File: src/rtl/uart_irq_pkg.sv
package uart_irq_pkg;

  localparam int SRC_N   = 4;
  localparam int B_RX    = 0;
  localparam int B_ERR   = 1;
  localparam int B_TX    = 2;
  localparam int B_MDM   = 3;

  localparam int FC_EN   = 0;
  localparam int FC_TXLO = 8;
  localparam int CODE_W  = 3;

  // scale applied to the 3-bit trigger code for a given channel
  function automatic int unsigned chan_factor(input int chan);
    case (chan)
      0:       return 32;
      1, 4:    return 8;
      2, 3:    return 2;
      default: return 0;
    endcase
  endfunction

  function automatic int unsigned tx_level(input int chan, input logic [CODE_W-1:0] code);
    return chan_factor(chan) * 32'(code);
  endfunction

endpackage

File: src/rtl/uart_irq_txthr.sv
module uart_irq_txthr
  import uart_irq_pkg::*;
#(
  parameter int CHANNEL = 0,
  parameter int CNT_W   = 8,
  parameter int CTRL_W  = 16
) (
  input  logic [CNT_W-1:0]  tx_count,
  input  logic [CTRL_W-1:0] fifo_ctrl,
  output logic              thr_hit
);

  logic [CODE_W-1:0] code;
  int unsigned       level;

  assign code  = fifo_ctrl[FC_TXLO +: CODE_W];
  assign level = tx_level(CHANNEL, code);

  assign thr_hit = fifo_ctrl[FC_EN] && (32'(tx_count) <= level);

endmodule

File: src/rtl/uart_irq_srcreg.sv
module uart_irq_srcreg #(
  parameter int N = 4
) (
  input  logic         clk,
  input  logic         rst_n,
  input  logic [N-1:0] set_vec,
  input  logic [N-1:0] clr_vec,
  output logic [N-1:0] src_q
);

  for (genvar i = 0; i < N; i++) begin : g_bit
    always_ff @(posedge clk or negedge rst_n) begin
      if (!rst_n)
        src_q[i] <= 1'b0;
      else if (set_vec[i])
        src_q[i] <= 1'b1;
      else if (clr_vec[i])
        src_q[i] <= 1'b0;
    end
  end

endmodule

File: src/rtl/uart_irq_combine.sv
module uart_irq_combine #(
  parameter int N = 4
) (
  input  logic [N-1:0] src_q,
  input  logic [N-1:0] mask_q,
  output logic [N-1:0] pend,
  output logic         irq
);

  assign pend = src_q & ~mask_q;
  assign irq  = |pend;

endmodule

File: src/rtl/uart_irq_ctrl.sv
module uart_irq_ctrl
  import uart_irq_pkg::*;
#(
  parameter int CHANNEL = 0,
  parameter int CNT_W   = 8,
  parameter int CTRL_W  = 16
) (
  input  logic              clk,
  input  logic              rst_n,
  input  logic              ev_rx,
  input  logic              ev_err,
  input  logic              ev_tx_done,
  input  logic              ev_modem,
  input  logic [CNT_W-1:0]  tx_count,
  input  logic [CTRL_W-1:0] fifo_ctrl,
  input  logic              wr_pend,
  input  logic              wr_src,
  input  logic              wr_mask,
  input  logic [3:0]        wr_data,
  output logic [3:0]        src_q,
  output logic [3:0]        pend_q,
  output logic [3:0]        mask_q,
  output logic              irq
);

  logic             thr_hit;
  logic [SRC_N-1:0] set_vec;
  logic [SRC_N-1:0] clr_vec;

  uart_irq_txthr #(
    .CHANNEL (CHANNEL),
    .CNT_W   (CNT_W),
    .CTRL_W  (CTRL_W)
  ) u_thr (
    .tx_count  (tx_count),
    .fifo_ctrl (fifo_ctrl),
    .thr_hit   (thr_hit)
  );

  always_comb begin
    set_vec         = '0;
    set_vec[B_RX]   = ev_rx;
    set_vec[B_ERR]  = ev_err;
    set_vec[B_TX]   = ev_tx_done | thr_hit;
    set_vec[B_MDM]  = ev_modem;
  end

  assign clr_vec = (wr_pend | wr_src) ? wr_data : '0;

  uart_irq_srcreg #(.N(SRC_N)) u_src (
    .clk     (clk),
    .rst_n   (rst_n),
    .set_vec (set_vec),
    .clr_vec (clr_vec),
    .src_q   (src_q)
  );

  always_ff @(posedge clk or negedge rst_n) begin
    if (!rst_n)
      mask_q <= '0;
    else if (wr_mask)
      mask_q <= wr_data;
  end

  uart_irq_combine #(.N(SRC_N)) u_comb (
    .src_q  (src_q),
    .mask_q (mask_q),
    .pend   (pend_q),
    .irq    (irq)
  );

endmodule

File: config.mk
export PLATFORM = sky130hd
export DESIGN_NAME = uart_irq_ctrl
export DESIGN_NICKNAME = d
export VERILOG_FILES = /design/src/rtl/uart_irq_pkg.sv /design/src/rtl/uart_irq_txthr.sv /design/src/rtl/uart_irq_srcreg.sv /design/src/rtl/uart_irq_combine.sv /design/src/rtl/uart_irq_ctrl.sv
export SDC_FILE = /design/constraint.sdc
export NUM_CORES = 1
export LEC_CHECK = 0
export CORE_UTILIZATION = 25
export CTS_CLUSTER_SIZE = 8
export DETAILED_ROUTE_END_ITERATION = 7
export PLACE_DENSITY = 0.77
export SETUP_SLACK_MARGIN = 0.5
export SLEW_MARGIN = 20
export SYNTH_ARGS = -nofsm -noshare
export SYNTH_HDL_FRONTEND = slang
export SYNTH_SLANG_ARGS = --single-unit
File: constraint.sdc
create_clock -name clk -period 1.6 [get_ports clk]
set_clock_uncertainty 0.15 [all_clocks]
set_input_delay 0.16 -clock clk [delete_from_list [all_inputs] [get_ports clk]]
set_output_delay 0.16 -clock clk [all_outputs]
set_load 0.005 [all_outputs]
# Word-level counts from Yosys, hierarchy flattened
# Index checks and enable logic that the tools add are counted.
# Widths: inputs -> output; s select.
[totals] regBits=8 inputBits=37 out_inout_bits=13 word_cells=25
[op_classes] order_cmp=1 muxes=9 n_bitwise=4 reduce_logical=6
[ops] cell="$le 8x8->1" n=1
[ops] cell="$mux 1" n=8
[ops] cell="$reduce_bool 2->1" n=4
[ops] cell="$and 4x4->4" n=1
[ops] cell="$mux 4" n=1
[ops] cell="$not 4->4" n=1
[ops] cell="$reduce_or 4->1" n=1
[ops] cell="$or 1x1->1" n=2
[ops] cell="$logic_and 1x1->1" n=1

# Depth between registers and ports, before layout
[depth] word_depth=4 ltp_mapped=5

# Modules after synthesis
# A second synthesis with hierarchy kept.
[hier_totals] hier_cells=42 area_unflattened_um2=446.7
[by_module_without_submodules] mod="uart_irq_ctrl" instances=1 cells_per_inst=13 area_per_inst_um2=181.4 seq_area_each_um2=100.1
[by_module_without_submodules] mod="uart_irq_srcreg" instances=1 cells_per_inst=12 area_per_inst_um2=145.1 seq_area_each_um2=100.1
[by_module_without_submodules] mod="uart_irq_txthr" instances=1 cells_per_inst=12 area_per_inst_um2=87.6 seq_area_each_um2=0.0
[by_module_without_submodules] mod="uart_irq_combine" instances=1 cells_per_inst=5 area_per_inst_um2=32.5 seq_area_each_um2=0.0

# Worst setup path after synthesis
# No wires, ideal clock.
[synth_timing] path_type="in2reg" start="in tx_count[5]" end="reg u_src.src_q[2]" setup_time_ns=0.126 t_arrival_ns=1.114 path_slack_ns=0.210 cell_stages=5 cell_sequence="inv_1 ha_1 nor4b_1 a22o_1 a221o_1"
[synth_via] elab_chain_cells=4 word_cells_on_any_way=5 classes_between="1 x order compare; 1 x mux; 1 x bitwise; 2 x reduce/logical"
[synth_lines] item="start, declared" line="uart_irq_ctrl.sv:14" text="input logic [CNT_W-1:0] tx_count,"
[synth_lines] item="$le 8x8->1 (*)" line="uart_irq_txthr.sv:19" text="assign thr_hit = fifo_ctrl[FC_EN] && (32'(tx_count) <= level);"
[synth_lines] item="$logic_and 1x1->1 (*)" line="uart_irq_txthr.sv:19"
[synth_lines] item="$or 1x1->1 (*)" line="uart_irq_ctrl.sv:44" text="set_vec[B_TX] = ev_tx_done | thr_hit;"
[synth_lines] item="$mux 1 / $reduce_bool 2->1 (equally long branches)"
[synth_lines] item="end signal, assigned by index" line="uart_irq_srcreg.sv:14" text="src_q[i] <= 1'b0;"
[synth_lines] item="end signal, assigned by index" line="uart_irq_srcreg.sv:16" text="src_q[i] <= 1'b1;"
[synth_lines] item="end signal, assigned by index" line="uart_irq_srcreg.sv:18" text="src_q[i] <= 1'b0;"
[synth_lines] item="end, declared" line="uart_irq_srcreg.sv:8" text="output logic [N-1:0] src_q"
# Mark *: on every way between the ends. The rest lies on a longest branch, timed or not.
# A chain may end at the register's enable or synchronous reset.

# Worst setup path in the final report
[layout_timing] start="reg u_src.src_q[1]" end="out irq"
[layout_via] elab_chain_cells=2
[layout_lines] item="$and 4x4->4" line="uart_irq_combine.sv:10" text="assign pend = src_q & ~mask_q;"
[layout_lines] item="$reduce_or 4->1" line="uart_irq_combine.sv:11" text="assign irq = |pend;"
[layout_lines] item="end, declared" line="uart_irq_ctrl.sv:23" text="output logic irq"
# No other way between the ends.

==> metrics <==
Clk pwr share=22.7%; worst reg-to-reg setup slack=roughly 0.34 ns; status=complete, but fails checks; Avg WL per Cell=~14 µm; fmax=0.584 GHz; Post-Synth XOR/XNOR Area=0%; vias in the first global route=544; first-pass GRT wire length=roughly 2300 µm; Leakage=0.510 nW; Routed Antenna Nets=0; R2R depth=4; Ys Warns=0; critical path required time=around 1.3 ns; Tot GR Track Use=17.4%; switching pwr=0.000166 W; Startpoint Class=flop; Slowest-stage cell, CP=or4_1; Area Growth Syn to Fin=152%; Syn Area/Cell=11.6 µm²; Tcrit/Tclk final=107%; Synth Register Bits=8; RSZ-0062 raised after global routing=yes; GP Congestion=0.669; total number of vias=501; Reg-to-Reg End=mask_q[3]; Post-Syn Area=419 µm²; Yosys top cell area share=a little under half; Sequential Power Share=35.7%; Pint=0.000500 W; fillers=111; Adder-Cell Fraction of Synth Area=8.96%; setup ws final=-0.113 ns; failing checks=setup timing; Avg Vias per Cell=about 4.8; PwrDens=630 mW/mm²; Placed Cells=96; I/O pin total=50; antenna fix cells=0; Iter 0 DRT Violations=6; most common cell in the netlist=dfrtp_1; combinational power share=41.7%; Finish-stage setup viols=1; Max Cap Viol=0; total power=about 0.00067 W; CP arrival=around 1.4 ns; relative slew slack=75.5%; Synth Instances=36; critical path depth in cells=3; grt total ovfl=0; non-filler instance count after layout=between 100 and 150; die area=0.00184 mm²; Skew-Pair Late Insertion Delay=roughly 0.25 ns; ranking of synthesized cells by area=dfrtp_1 48%, mux2_2 11%, ha_1 9.0%; worst ir drop on vdd=0.000564 V; Critical path origin=u_src.src_q[1]; M3 GR Usage=between 8 and 9%; Sw Ratio=24.9%; TritonRoute pass-1 iters=2; crit-path cells=nor2b_4 -> or4_1 -> buf_2; unique cell type count in the Yosys netlist=14; CTS tree=yes; Rows=14; Buf/Inv on CP=1; I/O Buffers=37; mux cell area share after synthesis=10.7%; DP Worst Slack=-0.292 ns; met1 Use GR=17.3%; Mapped Nets=76; Starting Density=27.2%; crit end category=output pin; startpoint of the worst register-to-register path=mask_q[3]; final wirelength=1420 µm; CP max stage delay=0.48 ns; Final Util=a little under 70%; area of the multi-input gates=309 µm²; largest family of logic cells by synthesized area=compound AO/OA/AOI/OAI gates; hold_buf cts=0; clock-pin slew on the worst setup and hold paths=0.05 ns; largest net degree at the start of global routing=9; sequential area share after synthesis=between 40% and 50%; Clock H-tree levels=1; max-slew violations=0; crit path to=irq; fraction of registers with async set/reset=100%; antenna violations before repair=0; chip height=42.9 µm; Num CTS Buffers=3; number of synthesized flops with an enable pin=0; leading area contributor after synthesis=dfrtp_1; Nets=131; cell family with most CP delay=simple AND/OR/NAND/NOR gates; Clock Path Buffers=2; Reg area=200 µm²; HP Class=in2async; CORE AREA=0.00154 mm²; gr busiest metal=met2; CTS Root Cell=clkbuf_4; GR Util met2=32.4%; Residual DRC=0; post-detail-place hpwl=around 1100 µm; compound-cell area share of the yosys netlist=15.8%; final hold violation count=0; slew of the pin with the lowest slew margin=~0.37 ns; Synth top cells by count=8 x dfrtp_1, 4 x mux2_2, 4 x nor2b_1, 4 x o21ai_0; Setup CP Type=reg2out; ratio of cells with drive above 1 in the final layout=56.2%; crit-path max FO=2; final worst hold slack=0.0330 ns; Synth Area in Simple Gates=14.0%; CTS Sinks=8; die width=42.9 µm; Most used DFF post-synth=dfrtp_1; minimum clock period=1.71 ns
## per-layer routing
metal | wire length [µm] | up-vias | share of wire [%]
li1 | - | 242 | -
met1 | 511 | 241 | 36
met2 | 818 | 18 | 58
met3 | 88 | 0 | 6.2
met4 | 0 | 0 | 0
met5 | 0 | - | 0
## cell usage in the layout (no fill, tap or decap), drive strengths merged
cell type / Yosys / routed
a21o: 3 / 3
dlymetal6s2s: 0 / 1
nand3b: 1 / 1
nor2b: 4 / 4
dfrtp: 8 / 8
a221o: 1 / 1
nor4bb: 1 / 1
clkdlybuf4s15: 0 / 2
inv: 3 / 3
clkdlybuf4s50: 0 / 12
ha: 3 / 3
buf: 0 / 29
nor4b: 1 / 1
o21ai: 4 / 4
clkbuf: 0 / 3
a22o: 1 / 1
mux2: 4 / 4
or4: 1 / 1
a21oi: 1 / 1
dlygate4sd2: 0 / 6
## final cells by class
class / count / area share, %
repair buffers: 50 / 46.3
multi-input cells: 25 / 29.2
flip-flops and latches: 8 / 18.9
well taps: 16 / 1.89
clock buffers: 3 / 2.13
inverters: 3 / 1.54
## worst min path at each step
stage / to / cells after the start
after floorplan: mask_q[0] / 0
after global routing: u_src.src_q[2] / 1
after global placement: u_src.src_q[2] / 1
after CTS: u_src.src_q[2] / 1
after detailed placement: u_src.src_q[2] / 1
final: u_src.src_q[2] / 1
## sequential cells by signal, summed over array words and instances (netlist names)
register     cells
u_src.src_q      4
mask_q           4
## timing repair
action	4_1_cts	5_1_grt
pin swaps	6	1
buffers inserted	3	3
cloned	0	0
gates resized for setup	102	8
endpoints found under the setup margin	14	18
## power by group through the flow
stage               Clock, W  Combinational, W  Sequential (W)
finish              0.000151          0.000277        0.000237
global route        0.000168          0.000299        0.000239
CTS                 0.000156          0.000258        0.000235
detailed placement         0          0.000227        0.000234
global placement           0          0.000218        0.000233
floorplan                  0         0.0000551        0.000238
## cells by family after synthesis
| group | count (synthesis) |
|---|---|
| AO/OA/AOI/OAI | 10 |
| AND/OR/NAND/NOR | 8 |
| flip-flops | 8 |
| multiplexers | 4 |
| buffers and inverters | 3 |
| adder cells (fa/ha/maj) | 3 |
## metrics by stage
| stage | TNS (ns) | cell area, µm² |
|---|---|---|
| 6_report | -0.113 | 1060 |
| 5_1_grt | -0.152 | 1060 |
| 4_1_cts | -0.105 | 1000 |
| 3_5_place_dp | -0.449 | 895 |
| 3_3_place_gp | -0.369 | 895 |
| 2_1_floorplan | 0 | 452 |
Power figures use the tool's default switching activity.
